[src/rtl/chan_cmd_pkg.sv]
package chan_cmd_pkg;

    localparam int WORD_W = 32;
    localparam int MODE_W = 4;
    localparam int OFF_W  = 12;
    localparam int VAL_W  = 16;
    localparam int CLS_W  = 10;
    localparam int SMSK_W = 6;   // mask bits carried by a set-class header
    localparam int IMM_W  = 12;  // immediate payload width
    localparam int SP_W   = 8;

    localparam int MODE_LSB = WORD_W - MODE_W;
    localparam int OFF_LSB  = MODE_LSB - OFF_W;

    typedef enum logic [MODE_W-1:0] {
        MODE_CLASS = 4'd0,
        MODE_INCR  = 4'd1,
        MODE_FIXED = 4'd2,
        MODE_MASK  = 4'd3,
        MODE_IMM   = 4'd4
    } mode_e;

    typedef struct packed {
        logic [MODE_W-1:0] mode;
        logic [OFF_W-1:0]  off;
        logic [VAL_W-1:0]  val;
    } hdr_t;

    typedef struct packed {
        logic [CLS_W-1:0]  cls;
        logic [OFF_W-1:0]  off;
        logic [VAL_W-1:0]  cnt;
        logic [VAL_W-1:0]  msk;
        logic              incr;
        logic              err;
        logic              wr_vld;
        logic [CLS_W-1:0]  wr_cls;
        logic [OFF_W-1:0]  wr_off;
        logic [WORD_W-1:0] wr_dat;
        logic              mth_vld;
        logic [CLS_W-1:0]  mth_cls;
        logic [WORD_W-1:0] mth_num;
        logic [WORD_W-1:0] mth_arg;
        logic              sp_vld;
        logic [SP_W-1:0]   sp_idx;
    } st_t;

endpackage

[src/rtl/cmd_hdr_decode.sv]
module cmd_hdr_decode
    import chan_cmd_pkg::*;
(
    input  logic [WORD_W-1:0] word,
    output hdr_t              hdr,
    output logic              is_class,
    output logic              is_count,
    output logic              is_incr,
    output logic              is_mask,
    output logic              is_imm,
    output logic              is_bad
);
    always_comb begin
        hdr.mode = word[WORD_W-1:MODE_LSB];
        hdr.off  = word[MODE_LSB-1:OFF_LSB];
        hdr.val  = word[VAL_W-1:0];

        is_class = (hdr.mode == MODE_CLASS);
        is_incr  = (hdr.mode == MODE_INCR);
        is_count = (hdr.mode == MODE_INCR) || (hdr.mode == MODE_FIXED);
        is_mask  = (hdr.mode == MODE_MASK);
        is_imm   = (hdr.mode == MODE_IMM);
        is_bad   = !(is_class || is_count || is_mask || is_imm);
    end
endmodule

[src/rtl/cmd_lsb_find.sv]
module cmd_lsb_find #(
    parameter int W = 16,
    localparam int IW = (W > 1) ? $clog2(W) : 1
) (
    input  logic [W-1:0]  vec,
    output logic [IW-1:0] idx,
    output logic          any
);
    always_comb begin
        idx = '0;
        for (int i = W - 1; i >= 0; i--) begin
            if (vec[i]) idx = IW'(i);
        end
        any = |vec;
    end
endmodule

[src/rtl/cmd_method_latch.sv]
module cmd_method_latch #(
    parameter int OFF_W = 12,
    parameter int DAT_W = 32,
    parameter logic [OFF_W-1:0] SEL_OFF = 12'h010,
    parameter logic [OFF_W-1:0] DAT_OFF = 12'h011
) (
    input  logic             clk,
    input  logic             rst_n,
    input  logic             wr_en,
    input  logic [OFF_W-1:0] wr_off,
    input  logic [DAT_W-1:0] wr_data,
    output logic             dispatch,
    output logic [DAT_W-1:0] method
);
    logic [DAT_W-1:0] method_d, method_q;

    always_comb begin
        method_d = method_q;
        if (wr_en && (wr_off == SEL_OFF)) method_d = wr_data;
        dispatch = wr_en && (wr_off == DAT_OFF);
        method   = method_q;
    end

    always_ff @(posedge clk or negedge rst_n) begin
        if (!rst_n) method_q <= '0;
        else        method_q <= method_d;
    end
endmodule

[src/rtl/chan_cmd_decoder.sv]
module chan_cmd_decoder
    import chan_cmd_pkg::*;
#(
    parameter logic [CLS_W-1:0] HOST_CLASS = 10'h001,
    parameter int NUM_ENG = 2,
    parameter logic [NUM_ENG*CLS_W-1:0] ENG_CLASS = {10'h05D, 10'h0F0},
    parameter logic [OFF_W-1:0] SEL_OFF = 12'h010,
    parameter logic [OFF_W-1:0] DAT_OFF = 12'h011,
    parameter logic [OFF_W-1:0] SP_OFF  = 12'h000
) (
    input  logic              clk,
    input  logic              rst_n,
    input  logic              in_valid,
    input  logic [WORD_W-1:0] in_data,
    output logic              in_ready,
    output logic              wr_valid,
    input  logic              wr_ready,
    output logic [CLS_W-1:0]  wr_class,
    output logic [OFF_W-1:0]  wr_offset,
    output logic [WORD_W-1:0] wr_data,
    output logic              mth_valid,
    output logic [CLS_W-1:0]  mth_class,
    output logic [WORD_W-1:0] mth_method,
    output logic [WORD_W-1:0] mth_arg,
    output logic              sp_incr,
    output logic [SP_W-1:0]   sp_index,
    output logic              err_flag
);
    localparam int IDX_W = $clog2(VAL_W);

    st_t st_d, st_q;

    hdr_t hdr;
    logic h_class, h_count, h_incr, h_mask, h_imm, h_bad;
    logic [IDX_W-1:0] lsb_idx;
    logic lsb_any;

    logic accept;
    logic path_mask, path_cnt, path_hdr;
    logic w_fire;
    logic [OFF_W-1:0]  w_off;
    logic [WORD_W-1:0] w_dat;

    logic [NUM_ENG-1:0] eng_wr, eng_disp;
    logic [WORD_W-1:0]  eng_method [NUM_ENG];
    logic               eng_any;

    cmd_hdr_decode u_hdr (
        .word(in_data), .hdr(hdr), .is_class(h_class), .is_count(h_count),
        .is_incr(h_incr), .is_mask(h_mask), .is_imm(h_imm), .is_bad(h_bad)
    );

    cmd_lsb_find #(.W(VAL_W)) u_lsb (
        .vec(st_q.msk), .idx(lsb_idx), .any(lsb_any)
    );

    // word classification and the write it produces
    always_comb begin
        in_ready  = !st_q.wr_vld || wr_ready;
        accept    = in_valid && in_ready;
        path_mask = lsb_any;
        path_cnt  = !lsb_any && (st_q.cnt != '0);
        path_hdr  = !path_mask && !path_cnt;
        w_fire    = 1'b0;
        w_off     = st_q.off;
        w_dat     = in_data;
        if (accept) begin
            if (path_mask) begin
                w_fire = 1'b1;
                w_off  = st_q.off + OFF_W'(lsb_idx);
            end else if (path_cnt) begin
                w_fire = 1'b1;
            end else if (h_imm) begin
                w_fire = 1'b1;
                w_off  = hdr.off;
                w_dat  = WORD_W'(hdr.val[IMM_W-1:0]);
            end
        end
    end

    generate
        for (genvar g = 0; g < NUM_ENG; g++) begin : g_eng
            assign eng_wr[g] = w_fire && (st_q.cls == ENG_CLASS[g*CLS_W +: CLS_W]);
            cmd_method_latch #(
                .OFF_W(OFF_W), .DAT_W(WORD_W), .SEL_OFF(SEL_OFF), .DAT_OFF(DAT_OFF)
            ) u_latch (
                .clk(clk), .rst_n(rst_n), .wr_en(eng_wr[g]), .wr_off(w_off),
                .wr_data(w_dat), .dispatch(eng_disp[g]), .method(eng_method[g])
            );
        end
    endgenerate

    assign eng_any = |eng_wr;

    // next-state computation
    always_comb begin
        st_d         = st_q;
        st_d.mth_vld = 1'b0;
        st_d.sp_vld  = 1'b0;
        if (st_q.wr_vld && wr_ready) st_d.wr_vld = 1'b0;

        if (accept) begin
            if (path_mask) begin
                st_d.msk = st_q.msk & (st_q.msk - 1'b1);
            end else if (path_cnt) begin
                st_d.cnt = st_q.cnt - 1'b1;
                if (st_q.incr) st_d.off = st_q.off + 1'b1;
            end else if (path_hdr) begin
                if (h_class) begin
                    st_d.off = hdr.off;
                    st_d.cls = hdr.val[VAL_W-1:SMSK_W];
                    st_d.msk = VAL_W'(hdr.val[SMSK_W-1:0]);
                end else if (h_count) begin
                    st_d.off  = hdr.off;
                    st_d.cnt  = hdr.val;
                    st_d.incr = h_incr;
                end else if (h_mask) begin
                    st_d.off = hdr.off;
                    st_d.msk = hdr.val;
                end else if (h_imm) begin
                    st_d.off = hdr.off;
                end else if (h_bad) begin
                    st_d.err = 1'b1;
                end
            end
        end

        if (w_fire) begin
            st_d.wr_vld  = 1'b1;
            st_d.wr_cls  = st_q.cls;
            st_d.wr_off  = w_off;
            st_d.wr_dat  = w_dat;
            st_d.mth_vld = |eng_disp;
            st_d.mth_cls = st_q.cls;
            st_d.mth_arg = w_dat;
            for (int i = 0; i < NUM_ENG; i++) begin
                if (eng_disp[i]) st_d.mth_num = eng_method[i];
            end
            st_d.sp_vld = eng_any && (w_off == SP_OFF);
            st_d.sp_idx = w_dat[SP_W-1:0];
        end
    end

    always_ff @(posedge clk or negedge rst_n) begin
        if (!rst_n) begin
            st_q     <= '0;
            st_q.cls <= HOST_CLASS;
        end else begin
            st_q <= st_d;
        end
    end

    assign wr_valid   = st_q.wr_vld;
    assign wr_class   = st_q.wr_cls;
    assign wr_offset  = st_q.wr_off;
    assign wr_data    = st_q.wr_dat;
    assign mth_valid  = st_q.mth_vld;
    assign mth_class  = st_q.mth_cls;
    assign mth_method = st_q.mth_num;
    assign mth_arg    = st_q.mth_arg;
    assign sp_incr    = st_q.sp_vld;
    assign sp_index   = st_q.sp_idx;
    assign err_flag   = st_q.err;
endmodule

[config.mk]
export PLATFORM = sky130hd
export DESIGN_NAME = chan_cmd_decoder
export DESIGN_NICKNAME = d
export VERILOG_FILES = /design/src/rtl/chan_cmd_pkg.sv /design/src/rtl/cmd_hdr_decode.sv /design/src/rtl/cmd_lsb_find.sv /design/src/rtl/cmd_method_latch.sv /design/src/rtl/chan_cmd_decoder.sv
export SDC_FILE = /design/constraint.sdc
export NUM_CORES = 1
export LEC_CHECK = 0
export ABC_CLOCK_PERIOD_IN_PS = 9800
export BUFFER_PORTS_ARGS = -buffer_cell sky130_fd_sc_hd__buf_2
export CORE_ASPECT_RATIO = 0.9
export CORE_MARGIN = 2
export CORE_UTILIZATION = 65
export CTS_BUF_LIST = sky130_fd_sc_hd__clkbuf_4
export DETAILED_ROUTE_END_ITERATION = 6
export GPL_TIMING_DRIVEN = 0
export MAX_ROUTING_LAYER = met4
export PLACE_DENSITY = 0.94
export REMOVE_ABC_BUFFERS = 1
export SYNTH_ARGS = -nofsm -noshare
export SYNTH_HDL_FRONTEND = slang
export SYNTH_HIERARCHICAL = 1
export SYNTH_SLANG_ARGS = --single-unit
[constraint.sdc]
create_clock -name clk -period 9.8 [get_ports clk]
set_input_delay 1.47 -clock clk [delete_from_list [all_inputs] [get_ports clk]]
set_output_delay 1.47 -clock clk [all_outputs]
set_load 0.02 [all_outputs]
== Word level (Yosys, flattened, before mapping) ==
Index checks and enable logic that the tools add are counted.

* Bits in registers: 217
* Logic and storage cells: 129

* $add $sub $neg: 4
* Reduce and logical (&&, ||, !) cells: 38
* Muxes and demuxes: 51
* Bitwise gates (word level): 8
* Equal/unequal tests: 12

{| class="wikitable"
|+ Operators by type and width
! operator !! count
|-
| 32-bit two-way mux || 6
|-
| 139-bit two-way mux || 1
|-
| 12-bit two-way mux || 8
|-
| 16-bit two-way mux || 6
|-
| 4-bit two-way mux || 16
|-
| 46-bit two-way mux || 1
|-
| 16-bit by 1-bit subtractor with 16-bit output (second input constant) || 2
|-
| 28-bit two-way mux || 1
|-
| 12-bit by 5-bit == test with 1-bit output (second input constant) || 2
|-
| 18-bit two-way mux || 1
|-
| 16-bit bitwise AND || 1
|-
| 16-bit nonzero test || 1
|-
| 16-bit OR reduction || 1
|-
| 5-bit AND reduction || 3
|-
| 12-bit by 1-bit adder with 12-bit output (second input constant) || 1
|-
| 12-bit by 4-bit adder with 12-bit output || 1
|-
| 12-bit logical NOT || 1
|-
| 1-bit logical AND || 11
|-
| 10-bit by 7-bit == test with 1-bit output (second input constant) || 1
|-
| 10-bit by 8-bit == test with 1-bit output (second input constant) || 1
|-
| 1-bit two-way mux || 10
|-
| 2-bit nonzero test || 5
|-
| 9-bit AND reduction || 1
|-
| 4-bit by 2-bit == test with 1-bit output (second input constant) || 2
|-
| 15 further kinds || 29
|}

== Longest topological paths before layout ==
Gate-level depths: netlist of the first run.

* Word-level depth: 24
* Mapped depth: 20
* Depth with buffers taken out: 17

== By module ==
The synthesis of the first run kept the hierarchy.

{| class="wikitable"
|+ Modules (own cells, without submodules)
! module !! area an instance (sq um) !! times used !! cells an instance !! seq. area each (sq um)
|-
| chan_cmd_decoder || 9,177.6 || 1 || 1,029 || 3,629.7
|-
| cmd_method_latch || 1,410.1 || 2 || 75 || 800.8
|-
| cmd_hdr_decode || 306.5 || 1 || 40 || 0.0
|-
| cmd_lsb_find || 176.4 || 1 || 34 || 0.0
|}

== Worst setup path before layout of the first run ==
No wires, ideal clock.

* Path kind: input to register
* From: input port in_data[29]
* To: register st_q, in the netlist mth_method[2]
* Library setup time: 0.134 ns
* Arrival time: 4.932 ns
* Cell stages on the path: 13
* Slack: 4.734 ns
* Cell sequence: nor4b_1 -> or4bb_1 -> nor4_4 -> buf_6 -> o21ai_0 -> a22oi_1 -> o21ai_0 -> or4b_2 -> nor3_1 -> clkbuf_1 -> clkbuf_1 -> mux2i_1 -> o21ai_0

* Longest elaborated chain between the ends: 9
* Elaborated cells on any way between the ends: 17

{| class="wikitable"
|+ RTL lines
! what !! line !! source
|-
| start: declaration || chan_cmd_decoder.sv:14 || <nowiki>input logic [WORD_W-1:0] in_data,</nowiki>
|-
| 4-bit by 3-bit == test with 1-bit output * || cmd_hdr_decode.sv:22 || <nowiki>is_imm = (hdr.mode == MODE_IMM);</nowiki>
|-
| 12-bit two-way mux * || chan_cmd_decoder.sv:73 || <nowiki>end else if (h_imm) begin</nowiki>
|-
| 12-bit two-way mux * || chan_cmd_decoder.sv:71 || <nowiki>end else if (path_cnt) begin</nowiki>
|-
| 12-bit two-way mux * || chan_cmd_decoder.sv:68 || <nowiki>if (path_mask) begin</nowiki>
|-
| 12-bit two-way mux * || chan_cmd_decoder.sv:67 || <nowiki>if (accept) begin</nowiki>
|-
| named net w_off[11] || chan_cmd_decoder.sv:41 || <nowiki>logic [OFF_W-1:0] w_off;</nowiki>
|-
| 12-bit by 5-bit == test with 1-bit output * || cmd_method_latch.sv:20 || <nowiki>dispatch = wr_en && (wr_off == DAT_OFF);</nowiki>
|-
| 1-bit logical AND * || cmd_method_latch.sv:20 ||
|-
| named net eng_disp[1] || chan_cmd_decoder.sv:44 || <nowiki>logic [NUM_ENG-1:0] eng_wr, eng_disp;</nowiki>
|-
| 2-bit nonzero test (no source line) || n/a ||
|-
| 2-bit AND reduction (no source line) || n/a ||
|-
| end signal: assignment || chan_cmd_decoder.sv:149 || <nowiki>st_q <= st_d;</nowiki>
|-
| end: declaration || chan_cmd_decoder.sv:31 || <nowiki>st_t st_d, st_q;</nowiki>
|}

The timed path passes the listed nets; every way through them passes the cells marked *.
A chain may end at the register's enable or synchronous reset.

== Final worst setup path of the first run ==
* From: input port in_data[29]
* To: register st_q, in the netlist mth_method[7]

* Longest elaborated chain between the ends: 9
* Elaborated cells on any way between the ends: 17

{| class="wikitable"
|+ RTL lines
! what !! line !! source
|-
| 4-bit by 3-bit == test with 1-bit output * || cmd_hdr_decode.sv:22 ||
|-
| named net h_imm || chan_cmd_decoder.sv:34 || <nowiki>logic h_class, h_count, h_incr, h_mask, h_imm, h_bad;</nowiki>
|-
| 12-bit two-way mux * || chan_cmd_decoder.sv:73 ||
|-
| 12-bit two-way mux * || chan_cmd_decoder.sv:71 ||
|-
| 12-bit two-way mux * || chan_cmd_decoder.sv:68 ||
|-
| 12-bit two-way mux * || chan_cmd_decoder.sv:67 ||
|-
| named net w_off[11] || chan_cmd_decoder.sv:41 ||
|-
| 12-bit by 5-bit == test with 1-bit output * || cmd_method_latch.sv:20 ||
|-
| 1-bit logical AND * || cmd_method_latch.sv:20 ||
|-
| named net eng_disp[1] || chan_cmd_decoder.sv:44 ||
|-
| 2-bit nonzero test (no source line) || n/a ||
|-
| 2-bit AND reduction (no source line) || n/a ||
|}

Marked as above.

==> results of run 1 <==
==> worst reg2reg max path: cells and delay by family, from the launching register on <==
family / cells / cell delay (ps)
compound gates: 3 / 1080
buf+inv: 4 / 830
flops: 1 / 400
fa+ha+maj: 1 / 250
simple gates: 8 / 3320
==> worst max-delay path by stage <==
stage,to,slack [ps],depth (start not counted)
2_1_floorplan,mth_method[0],-1900,11
3_3_place_gp,mth_method[0],-10210,12
3_5_place_dp,mth_method[15],3200,16
4_1_cts,mth_method[7],3860,15
5_1_grt,mth_method[0],3520,17
6_report,mth_method[7],3570,16
==> per-stage QoR <==
step                      worst slack (ps)  cells  TNS (ps)  hold WS (ps)
after global placement              -10210   1435   -340200           450
after floorplan                      -1900   1009    -62330           455
final                                 3570   1555         0           473
after global routing                  3520   1555         0           488
after CTS                             3860   1554         0           474
after detailed placement              3200   1453         0           458
==> routing by layer <==
metal / global-route usage [%] / up-vias
met5: - / -
met4: 13.2 / 0
met3: 6.87 / 129
met2: 49.6 / 615
met1: 41.7 / 4698
li1: - / 4298
==> registers in the layout (all words and copies together) (netlist names), 10 cells and up <==
signal / cells
mth_method: 32
st_q: 55
wr_offset: 12
mth_arg: 32
mth_class: 10
g_eng.u_latch/method: 64
==> final cells by class <==
class	instances	area share, %
tap	250	2.40
inverter	22	0.634
timing repair buffer	194	9.05
antenna	1	0.0192
clock inverter	21	1.10
clock buffer	80	4.61
multi-input combinational	778	42.0
sequential	209	40.2
==> report_power, final <==
part           switching (uW)  internal (uW)
clock network             376            430
logic                    1530            789
registers                 150            992
total                    2060           2210
==> results.txt, run 1 <==
* Worst Hold Class: register to register
* Detailed-placement wirelength estimate: 21500 um
* Placement row count: 48
- Count of buffering cells on the critical path with inverters included: 5
- The count of endpoints failing hold in the final timing report was 0.
* Final Skew: 75.5 ps
- Share of cells above drive strength 1: 31.4%
- Met1 layer wirelength in the final routing: 12800 um
- After routing the design area is 0.0130 mm^2.
- The final reports fail on design-rule violations.
- Count of hold-fix buffers inserted at cts: 0
- The via count of the first global-routing pass is 9378.
- Maximum number of buffers from clock root to sink: 3
- The area growth from synthesis to layout is 4.57%.
* Result of the run: finished, violations left
* Storage cell area: 0.00523 mm^2
- Reg2Reg Depth: 16
- Area of the core region: 0.0190 mm^2
* Worst Path Arrival: 6750 ps
- The worst register-to-register path has a setup slack of 3790 ps.
- Core Util, Final: 68.6%
* Clock Pin Slew Worst Setup and Hold Paths: 70 ps
- Startpoint of the most critical register-to-register path: st_q[157]
- Using the TritonRoute via totals, the vias-per-cell ratio works out to 6.26.
* Unrepaired setup endpoints after global routing: false
* Die outline width: 150 um
- In this run the worst path has a maximum fanout of 41.
* Global-route wire length before repair: 49700 um
* Final Critical Period: 6230 ps
- Final wirelength: 32000 um
- Leaving out fill and tap cells, the most frequent cell in the layout is sky130_fd_sc_hd__dfrtp_1.
- Number of buffer cells added on primary ports: 176
- Relative slew slack: 8.63%
- Among cell families on the critical path, the largest total delay comes from simple AND/OR/NAND/NOR gates.
* Maximum number of pins on one net before global-route repair: 116
- Final period util: 63.6%
* DR top layer: met4
* Amount of wire on met2 after detailed routing: 14900 um
- In the global route stage, overall resource usage came out at 32.2%.
- Power density of the placed cells: 328 mW/mm^2
- Clock latency at the later pin of the worst-skew pair: 720 ps
* Post-detailed-route DRC marker count: 19
* Instance area after placement: 0.0123 mm^2
* Cts bufs inserted: 54
- Critical Path Start Type: primary input
- For this run, the number of Yosys warnings is 6.
- CTS Sinks: 209
* Routed wl met3: 3110 um
- Postcts setup bufs: 0
- IR analysis of the VDD net gives a maximum drop of 487 uV.
* Origin of the worst setup path: in_data[29]
- In this run the mean area of a mapped cell was 9.97 um^2.
- The completed layout was analyzed and its total power is 4270 uW.
- Setup violations remaining at the end of the flow were counted as 0.
* Post-cts gate resize count: 0
* Cells traversed along the worst timing path: buf_2, nor4b_2, buf_4, buf_4, or4bb_1, nor4_4, o21ai_0, a22oi_1, o21ai_0, or4b_2, nor3_2, buf_8, o21ai_4, buf_12, nand2_1, o21ai_0
- By instance count, the cell type seen most on the critical path is sky130_fd_sc_hd__o21ai_0.
* Die boundary height: 135 um
- Along the worst hold path, the cell count comes to 1.
- Data required, critical path: 10320 ps
- Transition time of the tightest slew-check pin: 1370 ps
- Worst Min Path Start: err_flag
- The cell area that synthesis handed to floorplanning was 0.0125 mm^2.
- Final layout net count: 1302
* Routed wire per std cell: 20.6 um
* Largest stage delay, worst path: 790 ps
- The multi-input combinational cells in the finished layout cover a total of 0.00547 mm^2.
- Number of iterations in the first detailed-routing pass: 7
- Placer congestion estimate: 0.939
- Synthesis produced 1249 cells.
- Most frequent cells in the layout: sky130_fd_sc_hd__dfrtp_1, sky130_fd_sc_hd__buf_2, sky130_fd_sc_hd__nand2_1
* Post-detailed-route count of antenna-violating nets: 0
- Remaining global-route overflow: 0
- Derived from the worst setup path, the maximum achievable clock frequency is 160 MHz.
- Total I/O pin count: 177
* Worst Path Class, Setup: primary input to register
- TritonCTS built the clock tree.
* Final count of pins violating max slew: 0
- The clock tree synthesis step divided the H-tree into 2 levels.
- RR Endpoint: mth_method[7]
- Number of fill cells in the layout: 1360
* Hold-critical path endpoint: err_flag
* Total of max-cap violations: 0
- Number of design-rule violations left by the first detailed-router iteration: 1107
- The analysis attributes to cell leakage a power of 0.00613 uW.
* Endpoint kind of the worst setup timing path: register
- Clock root buffer: sky130_fd_sc_hd__clkbuf_4
* Die Area: 0.0203 mm^2
- The initial antenna violation count came to 2.
- Initial cell density of the core: 65.6%
- Detailed-route via count: 9740
- On the critical path, the stage with the largest delay is an instance of sky130_fd_sc_hd__nor4_4.
Note: power is estimated with default switching activity, not from simulation.
==> run 2, diff against run 1 <==
ABC_AREA = 1   (was not set)
ABC_CLOCK_PERIOD_IN_PS = 5400   (was 9800)
CORE_UTILIZATION = 54   (was 65)
PLACE_DENSITY = 0.84   (was 0.94)
clock period = 5.4 ns   (was 9.8 ns; I/O delays follow)
==> results.txt, run 2 <==
* Die Area: 0.0246 mm^2
- After the last flow step, the layout net total stands at 1744.
* Origin of the worst setup path: st_q[154]
- After detailed routing, the met2 layer carries 14500 um of wire.
- Final count of pins violating max slew: 0
- The layout has 2128 filler cells.
- Clock tree synthesis inserted a total of 53 buffers.
* Cell type with the highest occurrence count on the critical path: sky130_fd_sc_hd__nand2_1
* Instance area after placement: 0.0123 mm^2
* Post-Place Setup Slack: -1010 ps
- Maximum number of buffers from clock root to sink: 3
- Avg Vias per Cell: 5.42
* Most frequent cells in the layout: sky130_fd_sc_hd__nand2_1, sky130_fd_sc_hd__dfrtp_1, sky130_fd_sc_hd__buf_2
- Remaining global-route overflow: 0
- Yosys Warn Count: 6
* Worst vdd ir: 189 uV
- The floorplan step set the die height to 149 um.
- Final hold violations: 0
- Setup repair after global routing left no endpoint under its margin.
* Number of design-rule violations left by the first detailed-router iteration: 1245
* DR top layer: met4
* Relative slew slack: 19.2%
- Routed wire per std cell: 15.9 um
- Syn Area/Cell: 7.45 um^2
- Final Skew: 34.3 ps
- In the final layout, the multi-input gates occupy 0.00503 mm^2.
- Area Overhead vs Synth: 2.99%
- Number of iterations in the first detailed-routing pass: 5
- The critical path is of the register to register type.
- The library cell used most frequently in the layout, excluding fill and tap cells, is sky130_fd_sc_hd__nand2_1.
- The register with the most flip-flops in the layout has 64 of them.
- Area of the core region: 0.0231 mm^2
- In this run the worst path has a maximum fanout of 44.
- CTS Sinks: 209
* Power density of the placed cells: 346 mW/mm^2
- The routed layout has 11100 vias.
- Total I/O pin count: 177
- In this run the register-to-register setup slack is 420 ps.
- Reg2Reg Depth: 35
- Leakage power: 0.00693 uW
* Cell area after technology mapping: 0.0126 mm^2
- Startpoint of the most critical register-to-register path: st_q[154]
- Endpoint kind of the worst setup timing path: register
- Transition time of the tightest slew-check pin: 1210 ps
- Routed wl met3: 3100 um
- Final wirelength: 32500 um
- The initialized floorplan defines 53 standard-cell rows.
* Global-route wire length before repair: 51800 um
* Clock Pin Slew Worst Setup and Hold Paths: 80 ps
- Placer congestion estimate: 0.916
- Critical Path Start Type: register
- Setup violations remaining at the end of the flow were counted as 0.
- Number of antenna violations at the first check in global routing: 3
- TritonCTS built the clock tree.
- The flow ran to the end, and the final reports show no timing, DRC or antenna violations.
* Total power draw: 4500 uW
* Largest stage delay, worst path: 510 ps
* Final period util: 92.3%
* Clock root buffer: sky130_fd_sc_hd__clkbuf_4
* Gate Count Post-Synth: 1697
- Storage cell area: 0.00523 mm^2
- Initial cell density of the core: 54.6%
* Maximum frequency from static timing analysis: 201 MHz
- Cell area after layout: 0.0130 mm^2
- Share of cells above drive strength 1: 18.3%
- Met1 layer wirelength in the final routing: 13800 um
* Data required, critical path: 5940 ps
- Max-cap violations in this run came to 0.
- For this run, design rule violations remaining after detail routing come to 0.
- For the finished layout, the period the worst path requires is 4980 ps.
- The min-delay analysis places its worst path in the category primary input to async pin.
- In the post-route analysis, the smallest setup slack over all paths is 416 ps.
- Post-detailed-route count of antenna-violating nets: 0
- Number of buffer cells added on primary ports: 176
- Clock latency at the later pin of the worst-skew pair: 660 ps
* Count of hold-fix buffers inserted at cts: 0
- H-tree depth reported by CTS: 2
- Total routing resource utilization after global routing: 27.1%
* Die outline width: 165 um
* Maximum number of pins on one net before global-route repair: 115
- The via count of the first global-routing pass was 10400.
* Detailed-placement wirelength estimate: 21500 um
- Worst Path Arrival: 5530 ps
- For this design, the slowest cell found on the critical path is sky130_fd_sc_hd__nor2_4.
==> run 2: critical path, delay by kind of cell, from the launching register on <==
family | cells | cell delay (ps)
AO/OA/AOI/OAI | 2 | 170
buffers and inverters | 5 | 570
flip-flops | 1 | 450
AND/OR/NAND/NOR | 26 | 2980
adder cells (fa/ha/maj) | 2 | 660
==> run 2: timing repair <==
item | CTS | global route
gates resized for setup | 3 | 2
buffers inserted | 0 | 2
pin swaps | 1 | 3
endpoints found under the setup margin | 33 | 32
cloned | 2 | 1
endpoints found under the hold margin | 0 | 0
==> run 2: report_power, final <==
part           switching, uW  leakage [uW]  total (uW)  internal, uW
clock                    653      0.000405        1340           689
sequential               119       0.00276        1800          1680
combinational            960       0.00376        1350           393
total                   1730       0.00693        4500          2770
==> run 2: routing by layer <==
| layer | vias up | track usage (%) |
|---|---|---|
| met4 | 0 | 12.1 |
| li1 | 5256 | - |
| met2 | 611 | 40.1 |
| met1 | 5119 | 37.0 |
| met3 | 100 | 4.17 |
| met5 | - | - |
==> run 2: metrics by stage <==
step	hold WS [ps]	setup TNS (ps)	utilization (%)	std cells
after floorplan	437	-42080	-	1461
after global placement	448	-160170	52.6	1939
after detailed placement	453	-29340	53.1	1943
after CTS	219	0	56.1	2040
after global routing	235	0	56.2	2046
final	189	0	56.2	2046
==> run 2: path summary, 6_finish.rpt <==
| path | endpoint |
|---|---|
| min in group clk | st_q[186] |
| max in group asynchronous | mth_arg[27] |
| setup reg to reg | mth_method[22] |
| hold / removal | mth_class[1] |
| setup / recovery | mth_method[22] |
| hold reg to reg | g_eng[0].u_latch/method[25] |
==> run 2: layout make-up <==
cell class / count / share of cell area, %
antenna: 3 / 0.0577
tap: 302 / 2.90
sequential: 209 / 40.2
inverter: 183 / 5.31
timing repair inverter: 1 / 0.0384
timing repair buffer: 182 / 7.69
clock buffer: 82 / 4.73
multi-input combinational: 1071 / 38.7
clock inverter: 13 / 0.423
